File: config.mk
export PLATFORM = sky130hd
export DESIGN_NAME = pot_spi_ctrl
export DESIGN_NICKNAME = d
export VERILOG_FILES = /design/src/rtl/pot_pkg.sv /design/src/rtl/pot_spi_front.sv /design/src/rtl/pot_nv_timer.sv /design/src/rtl/pot_bank.sv /design/src/rtl/pot_cmd.sv /design/src/rtl/pot_spi_ctrl.sv
export SDC_FILE = /design/constraint.sdc
export NUM_CORES = 1
export LEC_CHECK = 0
export BUFFER_PORTS_ARGS = -buffer_cell sky130_fd_sc_hd__buf_4
export CAP_MARGIN = 20
export CORE_MARGIN = 1
export CORE_UTILIZATION = 40
export CTS_CLUSTER_DIAMETER = 80
export DETAILED_ROUTE_END_ITERATION = 12
export PLACE_DENSITY_LB_ADDON = 0.3
export SLEW_MARGIN = 20
export SYNTH_ARGS = -nofsm -noshare
export SYNTH_HDL_FRONTEND = slang
export SYNTH_HIERARCHICAL = 1
export SYNTH_SLANG_ARGS = --single-unit
File: constraint.sdc
create_clock -name clk -period 6.95 [get_ports clk]
set_clock_uncertainty 0.05 [all_clocks]
set_input_delay 0 -clock clk [delete_from_list [all_inputs] [get_ports clk]]
set_output_delay 0 -clock clk [all_outputs]
set_load 0.005 [all_outputs]
File: src/rtl/pot_pkg.sv
package pot_pkg;
  localparam int NPOT = 4;
  localparam int NREG = 4;
  localparam int IB   = 8;
  localparam int PSW  = $clog2(NPOT);
  localparam int RSW  = $clog2(NREG);

  typedef enum logic [3:0] {
    OP_NONE      = 4'b0000,
    OP_LOAD_ALL  = 4'b0001,
    OP_STEP      = 4'b0010,
    OP_STORE_ALL = 4'b0011,
    OP_STATUS    = 4'b0101,
    OP_RD_WCR    = 4'b1001,
    OP_WR_WCR    = 4'b1010,
    OP_RD_DR     = 4'b1011,
    OP_WR_DR     = 4'b1100,
    OP_LOAD      = 4'b1101,
    OP_STORE     = 4'b1110
  } pot_op_e;
endpackage

File: src/rtl/pot_spi_front.sv
module pot_spi_front #(
  parameter int SYNC = 2
) (
  input  logic clk,
  input  logic rst,
  input  logic sck,
  input  logic cs_n,
  input  logic mosi,
  output logic sck_rise,
  output logic sck_fall,
  output logic cs_start,
  output logic cs_end,
  output logic bit_o
);
  logic [SYNC:0]   sck_s;
  logic [SYNC:0]   cs_s;
  logic [SYNC-1:0] mo_s;

  always_ff @(posedge clk) begin
    if (rst) begin
      sck_s <= '0;
      cs_s  <= '1;
      mo_s  <= '0;
    end else begin
      sck_s <= {sck_s[SYNC-1:0], sck};
      cs_s  <= {cs_s[SYNC-1:0], cs_n};
      mo_s  <= {mo_s[SYNC-2:0], mosi};
    end
  end

  assign sck_rise = sck_s[SYNC-1] & ~sck_s[SYNC] & ~cs_s[SYNC-1];
  assign sck_fall = ~sck_s[SYNC-1] & sck_s[SYNC] & ~cs_s[SYNC-1];
  assign cs_start = cs_s[SYNC] & ~cs_s[SYNC-1];
  assign cs_end   = ~cs_s[SYNC] & cs_s[SYNC-1];
  assign bit_o    = mo_s[SYNC-1];
endmodule

File: src/rtl/pot_nv_timer.sv
module pot_nv_timer #(
  parameter int NV_CYCLES = 5000
) (
  input  logic clk,
  input  logic rst,
  input  logic start,
  output logic busy
);
  localparam int TW = $clog2(NV_CYCLES + 1);
  logic [TW-1:0] cnt;

  always_ff @(posedge clk) begin
    if (rst) begin
      busy <= 1'b0;
      cnt  <= '0;
    end else if (start) begin
      busy <= 1'b1;
      cnt  <= TW'(NV_CYCLES - 1);
    end else if (busy) begin
      if (cnt == '0) busy <= 1'b0;
      else           cnt  <= cnt - 1'b1;
    end
  end

  AST_NV_START_IDLE: assert property (@(posedge clk) disable iff (rst) start |-> !busy);
  AST_NV_SETS: assert property (@(posedge clk) disable iff (rst) start |=> busy);
  AST_NV_CLEARS: assert property (@(posedge clk) disable iff (rst) (busy && cnt == '0 && !start) |=> !busy);
endmodule

File: src/rtl/pot_bank.sv
module pot_bank
  import pot_pkg::*;
#(
  parameter int DW = 8
) (
  input  logic           clk,
  input  logic           rst,
  input  logic           wcr_we,
  input  logic [DW-1:0]  wdata,
  input  logic           ld_en,
  input  logic           step_en,
  input  logic           step_up,
  input  logic           dr_we,
  input  logic           dr_src_wcr,
  input  logic [RSW-1:0] sel,
  input  logic [RSW-1:0] rd_sel,
  output logic [DW-1:0]  wcr,
  output logic [DW-1:0]  rd_dr
);
  localparam logic [DW-1:0] WMAX = '1;
  logic [DW-1:0] mem [NREG];

  always_ff @(posedge clk) begin
    if (rst) begin
      wcr <= '0;
    end else if (wcr_we) begin
      wcr <= wdata;
    end else if (ld_en) begin
      wcr <= mem[sel];
    end else if (step_en) begin
      if (step_up && wcr != WMAX)    wcr <= wcr + 1'b1;
      else if (!step_up && wcr != '0) wcr <= wcr - 1'b1;
    end
  end

  always_ff @(posedge clk) begin
    if (rst) begin
      for (int i = 0; i < NREG; i++) mem[i] <= '0;
    end else if (dr_we) begin
      mem[sel] <= dr_src_wcr ? wcr : wdata;
    end
  end

  assign rd_dr = mem[rd_sel];

  AST_WCR_WRITE: assert property (@(posedge clk) disable iff (rst) wcr_we |=> wcr == $past(wdata));
  AST_STEP_UP: assert property (@(posedge clk) disable iff (rst) (step_en && !wcr_we && !ld_en && step_up && wcr != WMAX) |=> wcr == $past(wcr) + 1'b1);
  AST_SAT_HIGH: assert property (@(posedge clk) disable iff (rst) (step_en && !wcr_we && !ld_en && step_up && wcr == WMAX) |=> wcr == WMAX);
  AST_SAT_LOW: assert property (@(posedge clk) disable iff (rst) (step_en && !wcr_we && !ld_en && !step_up && wcr == '0) |=> wcr == '0);
endmodule

File: src/rtl/pot_cmd.sv
module pot_cmd
  import pot_pkg::*;
#(
  parameter int DW = 8
) (
  input  logic                     clk,
  input  logic                     rst,
  input  logic                     sck_rise,
  input  logic                     sck_fall,
  input  logic                     cs_start,
  input  logic                     cs_end,
  input  logic                     bit_i,
  input  logic                     wip,
  input  logic [NPOT-1:0][DW-1:0]  rd_wcr,
  input  logic [NPOT-1:0][DW-1:0]  rd_dr,
  output logic [RSW-1:0]           rd_sel,
  output logic [NPOT-1:0]          wcr_we,
  output logic [NPOT-1:0]          ld_en,
  output logic [NPOT-1:0]          step_en,
  output logic                     step_up,
  output logic [NPOT-1:0]          dr_we,
  output logic                     dr_src_wcr,
  output logic [DW-1:0]            wdata,
  output logic [RSW-1:0]           sel,
  output logic                     nv_start,
  output logic                     miso
);
  localparam int SW = (DW > IB) ? DW : IB;
  localparam int CW = $clog2(IB + DW + 2);
  localparam logic [CW-1:0] CNT_MAX  = '1;
  localparam logic [CW-1:0] CNT_INS  = CW'(IB - 1);
  localparam logic [CW-1:0] CNT_DATA = CW'(IB + DW - 1);
  localparam logic [CW-1:0] CNT_FULL = CW'(IB + DW);
  localparam logic [CW-1:0] CNT_IB   = CW'(IB);

  logic [SW-1:0]  shreg;
  logic [CW-1:0]  cnt;
  logic [3:0]     op;
  logic [RSW-1:0] rsel;
  logic [PSW-1:0] psel;
  logic [DW-1:0]  tx;
  logic [IB-1:0]  ib;
  logic [DW-1:0]  dbyte;
  logic [PSW-1:0] ib_pot;

  assign ib     = {shreg[IB-2:0], bit_i};
  assign dbyte  = {shreg[DW-2:0], bit_i};
  assign ib_pot = ib[PSW-1:0];
  assign rd_sel = ib[PSW+RSW-1:PSW];

  always_ff @(posedge clk) begin
    if (rst) begin
      shreg <= '0; cnt <= '0; op <= OP_NONE; rsel <= '0; psel <= '0;
      tx <= '0; miso <= 1'b0; wcr_we <= '0; ld_en <= '0; step_en <= '0;
      step_up <= 1'b0; dr_we <= '0; dr_src_wcr <= 1'b0; wdata <= '0;
      sel <= '0; nv_start <= 1'b0;
    end else begin
      wcr_we   <= '0;
      ld_en    <= '0;
      step_en  <= '0;
      dr_we    <= '0;
      nv_start <= 1'b0;
      if (cs_start) begin
        cnt  <= '0;
        op   <= OP_NONE;
        tx   <= '0;
        miso <= 1'b0;
      end else if (cs_end) begin
        miso <= 1'b0;
        op   <= OP_NONE;
        if (!wip) begin
          if (op == OP_WR_DR && cnt == CNT_FULL) begin
            dr_we[psel] <= 1'b1;
            dr_src_wcr  <= 1'b0;
            wdata       <= shreg[DW-1:0];
            sel         <= rsel;
            nv_start    <= 1'b1;
          end else if (op == OP_STORE && cnt == CNT_IB) begin
            dr_we[psel] <= 1'b1;
            dr_src_wcr  <= 1'b1;
            sel         <= rsel;
            nv_start    <= 1'b1;
          end else if (op == OP_STORE_ALL && cnt == CNT_IB) begin
            dr_we      <= '1;
            dr_src_wcr <= 1'b1;
            sel        <= rsel;
            nv_start   <= 1'b1;
          end
        end
      end else if (sck_rise) begin
        shreg <= {shreg[SW-2:0], bit_i};
        if (cnt != CNT_MAX) cnt <= cnt + 1'b1;
        if (cnt == CNT_INS) begin
          op   <= ib[IB-1:IB-4];
          rsel <= ib[PSW+RSW-1:PSW];
          psel <= ib_pot;
          case (ib[IB-1:IB-4])
            OP_RD_WCR: tx <= rd_wcr[ib_pot];
            OP_RD_DR:  tx <= rd_dr[ib_pot];
            OP_STATUS: tx <= {{(DW-1){1'b0}}, wip};
            OP_LOAD: begin
              ld_en[ib_pot] <= 1'b1;
              sel           <= ib[PSW+RSW-1:PSW];
            end
            OP_LOAD_ALL: begin
              ld_en <= '1;
              sel   <= ib[PSW+RSW-1:PSW];
            end
            default: tx <= '0;
          endcase
        end else if (op == OP_WR_WCR && cnt == CNT_DATA) begin
          wcr_we[psel] <= 1'b1;
          wdata        <= dbyte;
        end else if (op == OP_STEP && cnt >= CNT_IB) begin
          step_en[psel] <= 1'b1;
          step_up       <= bit_i;
        end
      end else if (sck_fall) begin
        miso <= tx[DW-1];
        tx   <= {tx[DW-2:0], 1'b0};
      end
    end
  end

  AST_DR_ON_RELEASE: assert property (@(posedge clk) disable iff (rst) (|dr_we) |-> $past(cs_end));
  AST_STEP_ON_RISE: assert property (@(posedge clk) disable iff (rst) (|step_en) |-> $past(sck_rise));
  AST_NO_START_BUSY: assert property (@(posedge clk) disable iff (rst) nv_start |-> $past(!wip));
endmodule

File: src/rtl/pot_spi_ctrl.sv
module pot_spi_ctrl
  import pot_pkg::*;
#(
  parameter int DW        = 8,
  parameter int NV_CYCLES = 5000,
  parameter int SYNC      = 2
) (
  input  logic               clk,
  input  logic               rst,
  input  logic               spi_sck,
  input  logic               spi_cs_n,
  input  logic               spi_mosi,
  output logic               spi_miso,
  output logic [NPOT*DW-1:0] wiper,
  output logic               nv_busy
);
  logic sck_rise, sck_fall, cs_start, cs_end, bit_s;
  logic [NPOT-1:0][DW-1:0] wcr_all, rd_dr_all;
  logic [RSW-1:0] rd_sel, sel;
  logic [NPOT-1:0] wcr_we, ld_en, step_en, dr_we;
  logic step_up, dr_src_wcr, nv_start;
  logic [DW-1:0] wdata;

  pot_spi_front #(.SYNC(SYNC)) u_front (
    .clk(clk), .rst(rst), .sck(spi_sck), .cs_n(spi_cs_n), .mosi(spi_mosi),
    .sck_rise(sck_rise), .sck_fall(sck_fall), .cs_start(cs_start),
    .cs_end(cs_end), .bit_o(bit_s)
  );

  pot_cmd #(.DW(DW)) u_cmd (
    .clk(clk), .rst(rst), .sck_rise(sck_rise), .sck_fall(sck_fall),
    .cs_start(cs_start), .cs_end(cs_end), .bit_i(bit_s), .wip(nv_busy),
    .rd_wcr(wcr_all), .rd_dr(rd_dr_all), .rd_sel(rd_sel), .wcr_we(wcr_we),
    .ld_en(ld_en), .step_en(step_en), .step_up(step_up), .dr_we(dr_we),
    .dr_src_wcr(dr_src_wcr), .wdata(wdata), .sel(sel), .nv_start(nv_start),
    .miso(spi_miso)
  );

  pot_nv_timer #(.NV_CYCLES(NV_CYCLES)) u_timer (
    .clk(clk), .rst(rst), .start(nv_start), .busy(nv_busy)
  );

  for (genvar g = 0; g < NPOT; g++) begin : g_pot
    pot_bank #(.DW(DW)) u_bank (
      .clk(clk), .rst(rst), .wcr_we(wcr_we[g]), .wdata(wdata),
      .ld_en(ld_en[g]), .step_en(step_en[g]), .step_up(step_up),
      .dr_we(dr_we[g]), .dr_src_wcr(dr_src_wcr), .sel(sel), .rd_sel(rd_sel),
      .wcr(wcr_all[g]), .rd_dr(rd_dr_all[g])
    );
  end

  assign wiper = wcr_all;
endmodule

Word-level counts from Yosys, hierarchy flattened
Memories as Yosys holds them, arrays and structs flattened. A register that Yosys moved wholly into a read port is not among the register bits.
Cells that the tools add are included.
Cells by class
  mux-type cells: 108
  add/subtract/negate cells: 10
  bitwise gates (word level): 18
  eq/ne operators: 26
  $lt $le $gt $ge: 5
  reductions and logical operators: 64
Operators with widths (count)
  8-bit 2-to-1 mux: 39
  2-bit 2-to-1 mux: 28
  13-bit 2-to-1 mux: 3
  8-bit by 1-bit adder with 8-bit output (second input constant): 4
  8-bit binary-select mux with 2-bit select: 2
  8-bit != test (second input constant): 4
  8-bit one-hot mux with 4 select lines: 1
  8-bit nonzero test: 4
  8-bit OR reduction: 4
  8-bit by 1-bit subtractor with 8-bit output (second input constant): 4
  1-bit 2-to-1 mux: 29
  4-bit == test (second input constant): 6
  6-bit AND reduction: 3
  2-bit AND reduction: 8
  4-bit nonzero test: 4
  1-bit logical AND: 15
  3-bit nonzero test: 5
  13-bit zero test: 1
  13-bit by 1-bit subtractor with 13-bit output (second input constant): 1
  4-bit 2-to-1 mux: 3
  1-bit inverter: 12
  4-bit AND reduction: 3
  2-bit nonzero test: 6
  5-bit by 4-bit == test with 1-bit output (second input constant): 2
  24 further kinds: 40
Word-level totals
  RAM bits: 128
  output and inout bits: 34
  bits in registers: 113
  logic and storage cells: 261
  memories kept: 4
Memories
  g_pot[0].u_bank.mem: depth 4, width 8, rd ports 2, clocked after memory_dff 2, wr ports 4, line pot_bank.sv:21  | logic [DW-1:0] mem [NREG];
  g_pot[1].u_bank.mem: depth 4, width 8, rd ports 2, clocked after memory_dff 2, wr ports 4, line pot_bank.sv:21
  g_pot[2].u_bank.mem: depth 4, width 8, rd ports 2, clocked after memory_dff 2, wr ports 4, line pot_bank.sv:21
  g_pot[3].u_bank.mem: depth 4, width 8, rd ports 2, clocked after memory_dff 2, wr ports 4, line pot_bank.sv:21

Depth between registers and ports, before layout
  depth after elaboration: 9
  depth in mapped cells: 10

Hierarchy
Netlist, hierarchy kept.
Modules (own cells, without submodules)
  pot_bank at g_pot[0].u_bank ...: times used 2, cells each 203, area each 2394.8 um2
  pot_cmd: times used 1, cells each 342, area each 3173.0 um2
  pot_bank at g_pot[3].u_bank: times used 1, cells each 214, area each 2478.6 um2
  pot_bank at g_pot[1].u_bank: times used 1, cells each 203, area each 2398.6 um2
  pot_nv_timer: times used 1, cells each 84, area each 747.0 um2
  pot_spi_front: times used 1, cells each 20, area each 237.7 um2

Least setup slack after synthesis
OpenSTA, ideal clock, no wires.
  path kind: reg2reg
  start: register g_pot[1].u_bank.wcr[0]
  end: register g_pot[1].u_bank.wcr[6]
  stages on the path, launching flop included: 11
  arrival time: 2.357 ns
  clock period less this slack: 2.493 ns
  slack: 4.457 ns
  data required time: 6.814 ns
  cell sequence: dfxtp_1 -> nand4_1 -> o21a_1 -> inv_1 -> ha_1 -> a21oi_2 -> a21oi_1 -> o21a_1 -> o21ai_0 -> or3b_1 -> a211oi_1
Between the ends
  cells in the longest elaborated chain, start to end: 6
RTL lines
  from (decl): line pot_bank.sv:17  | output logic [DW-1:0] wcr,
  from (signal assigned): line pot_bank.sv:27  | wcr <= wdata;
  from (signal assigned): line pot_bank.sv:29  | wcr <= mem[sel];
  from (signal assigned): line pot_bank.sv:31  | if (step_up && wcr != WMAX) wcr <= wcr + 1'b1;
  8-bit by 1-bit subtractor with 8-bit output / 8-bit != test (equally long branches): line pot_bank.sv:32, pot_bank.sv:31
  8-bit 2-to-1 mux / 1-bit logical AND (equally long branches): line pot_bank.sv:32, pot_bank.sv:31
  8-bit 2-to-1 mux: line pot_bank.sv:31
  8-bit 2-to-1 mux: line pot_bank.sv:30  | end else if (step_en) begin
  8-bit 2-to-1 mux: line pot_bank.sv:28  | end else if (ld_en) begin
  8-bit 2-to-1 mux: line pot_bank.sv:26  | end else if (wcr_we) begin
Parallel ways exist; a longest one is shown, timed or not. The select of a mux whose other input is x is not followed.
A chain may end at the register's enable or synchronous reset.

Worst setup path in the final report
Same ends and word-level chain as after synthesis.

==> summary.md <==
| Metric | Value |
|---|---|
| Ys flop type | edfxtp_1 |
| Highest achievable clock rate | between 300 and 400 MHz |
| Global-route wire length before repair | roughly 60,000 µm |
| Final worst-path cycle share | 0.4354 |
| Min Tclk post-route | between 3 and 4 ns |
| GRT overflow | 0 |
| Slowest stage cell, crit path | dfxtp_1 |
| CTS buffer count | 28 |
| Critical path's largest stage delay | about 0.66 ns |
| Cells along the critical path | nand4_1, o21a_1, inv_1, ha_1, a21oi_2, a21oi_1, o21a_1, o21ai_0, or3b_1, a211oi_1 |
| Clk sinks | 241 |
| PwrDens | approximately 200 nW/µm² |
| DR WL/cell | 22.08 µm |
| Number of warnings issued by yosys | 6 |
| RSZ-0062 raised after global routing | false |
| Number of global-route vias before repair | 10,000 |
| WS Path Type | flop to flop |
| DR iter-0 viols | roughly 1,200 |
| Dpl hpwl | around 26,000 µm |
| Leading area contributor after synthesis | edfxtp_1 |
| H-tree depth | 1 |
| Req. time, crit path | 7.35 ns |
| Most used cell, CP | o21a_1 |
| Part of the power in registers | 0.506 |
| PostCTS Resize Cnt | 0 |
| Register area | between 6000 and 7000 µm² |
| Post-synthesis cell type count | 80 |
| Syn_nets | around 1,300 |
| Routing usage on met1 | 0.3052 |
| Die Wd | ~190 µm |
| Area taken by multi-input logic gates | between 7000 and 8000 µm² |
| Synth Area per Inst | 10.89 µm² |
| Clock Power Share | 0.461 |
| Drt pass-1 iters | 5 |
| Die footprint | between 30,000 and 40,000 µm² |
| Final wirelength | 38,570 µm |
| Top post-synthesis cells by area | edfxtp_1 28%, dfxtp_1 16%, mux4_2 12%, nor2_1 4.4%, mux2_2 3.5% |
| Area growth syn-to-layout | 10.94% |
| Hold Vio Cnt, Final | 0 |
| Share of cells above drive strength 1 | 0.2032 |
| Slew HR | 0.3532 |
| Post-synthesis sequential area ratio | 0.4417 |
| Slew Limit Fails | 0 |
| CP max FO | 9 |
| EDFF count, synth | ~130 |
| Min-Delay Path Class | primary input to flop |
| Diode count | 0 |
| VDD IR-drop max | ~0.19 mV |
| Switching Fraction | 0.2154 |
| Synth Instances | around 1,300 |
| P_sw | 661.8 µW |
| Leakage | between 5 and 6 nW |
| Io pins | 39 |
| Die Ht | 187.9 µm |
| Combinational power share | 0.033 |
| Gpl congestion | approximately 0.9 |
| Area share of the largest cell type after synthesis | 0.2780 |
| Initial Util | 0.4092 |
| Internal power | 2.410 mW |
| Avg Vias per Cell | about 6 |
| Crit path arrival time | about 3.4 ns |
| Worst-Skew Late Latency | about 0.54 ns |
| Std-Cell Rows | between 60 and 70 |
| Initial antenna violation count | 1 |
| Filler instances | 3,128 |
| DR vias | 10,250 |
| Largest net degree at the start of global routing | 71 |
| M3 GR Usage | 0.04454 |
| Clock Pin Slew Worst Setup and Hold Paths | 0.06 ns |
| Layout net count | 1,321 |
| GRT Max-Usage Layer | met2 |
| CTS tree | done |
| DR DRC count | 0 |
| Core ar. | about 34,000 µm² |
| CP startpoint kind | flop |
| Max clock buf depth | 3 |
| M2 GR Usage | 0.3393 |
| Max cap viols | 0 |
| Antenna Nets Post-Route | 0 |
| Finished Core Util | 0.4540 |
| Status | finished, final reports clean |
| Setup violation total in the final timing report | 0 |
| Post-synth ARST share | 0 |
| Syn Std Cell Area | roughly 14,000 µm² |
| Yosys reg bits | about 240 |
| Worst slew pin tran | about 0.97 ns |
| Setup TNS | 0 ns |
| Root Buffer | clkbuf_16 |
| GRT Total Usage | 0.2182 |
| Kind of end point of the critical path | flop |
| PortBufs | 38 |
-- critical path, delay by kind of cell (launching register included) --
kind                       cells  cell delay [ns]
buffers and inverters          1             0.26
and+or+nand+nor                2             0.54
AOI/OAI and AO/OA              6             1.08
DFF                            1             0.66
adders and majority gates      1             0.35
-- final timing paths --
path                                               end  slack, ns              startpoint  depth (start not counted)
worst min-delay path                   u_front/cs_s[0]       0.16                spi_cs_n                          3
worst max-delay path            g_pot[1].u_bank/wcr[6]       3.92  g_pot[1].u_bank/wcr[0]                         10
worst max register to register  g_pot[1].u_bank/wcr[6]       3.92  g_pot[1].u_bank/wcr[0]                         10
worst min register to register         u_front/cs_s[1]       0.35         u_front/cs_s[0]                          1
-- state kept, by name (all words and copies together) (netlist names), 5 cells and up --
signal            flops
g_pot.u_bank/mem    128
g_pot.u_bank/wcr     32
u_cmd/cnt             5
u_cmd/shreg           8
u_cmd/tx              8
u_cmd/wdata           8
u_timer/cnt          13
-- logic make-up (layout without fill, tap and decap cells) --
logic type / count (synthesis) / count (layout) / share of synthesized area
AO/OA/AOI/OAI: 207 / 207 / 0.1038
XOR/XNOR: 24 / 24 / 0.01520
adder cells (fa/ha/maj): 38 / 38 / 0.03656
buffers and inverters: 142 / 172 / 0.04335
flip-flops: 241 / 241 / 0.4417
multiplexers: 161 / 161 / 0.1888
AND/OR/NAND/NOR: 456 / 456 / 0.1706
-- per-stage QoR --
stage	setup slack, ns	total power, mW	hold slack, ns	cell area [µm²]	std cells
final	3.924	3.072	0.1608	15340	1747
after floorplan	4.457	1.642	0.02161	13820	1269
after global routing	3.750	3.161	0.1498	15340	1747
after CTS	3.968	3.097	0.1359	15340	1747
after detailed placement	4.015	1.683	0.1403	14420	1692
after global placement	4.035	1.681	0.1395	14420	1692
-- cells in the final DEF, fill, tap and decap left out, drive strengths merged, types with 7 or more instances in the layout --
cell type	count
inv	71
a32o	7
nor2	163
nand3	20
mux2i	38
buf	47
clkbuf	41
or3	7
nor4	10
o22ai	28
xor2	10
o21ai	29
a211oi	18
nor3	24
nand2b	24
or3b	11
nand3b	14
clkinv	8
nor2b	30
edfxtp	128
dfxtp	113
nand2	83
ha	34
o21a	12
mux4	72
nand4	15
a21oi	57
or2	14
mux2	51
xnor2	14
nor3b	7
-- layer usage --
layer / share of wire / wire, µm
met1: 0.43 / 16580
met2: 0.45 / 17360
met3: 0.094 / 3611
met4: 0.026 / 1016
met5: 0 / 0
-- power groups by stage --
| stage | sequential [mW] | clock (mW) | combinational, mW |
|---|---|---|---|
| after detailed placement | 1.58 | 0 | 0.0989 |
| final | 1.55 | 1.42 | 0.102 |
| after global placement | 1.58 | 0 | 0.0983 |
| after CTS | 1.55 | 1.44 | 0.101 |
| after global routing | 1.56 | 1.50 | 0.107 |
| after floorplan | 1.57 | 0 | 0.0694 |
-- cells in the mapped netlist (24+ instances only) --
library cell and count:
dfxtp_1 113, nor2_1 163, nand2b_1 24, o22ai_1 28, nor2b_1 30, inv_1 70, mux4_2 71, clkbuf_1 44
ha_1 34, nand2_1 83, mux2_2 43, a21oi_1 54, edfxtp_1 128, mux2i_1 38, o21ai_0 25
-- area by class of cell --
cell class | count | area share
multi-input cells | 886 | 0.4650
flip-flops and latches | 241 | 0.3984
clock buffers | 41 | 0.05229
well taps | 448 | 0.03655
repair buffers | 51 | 0.02562
inverters | 70 | 0.01713
clock inverters | 10 | 0.005058
-- what timing repair did --
action	4_1_cts	5_1_grt
hold endpoints to repair	21	0
hold buffers	4	0
setup buffers	0	0
Note: power is estimated with default switching activity, not from simulation.
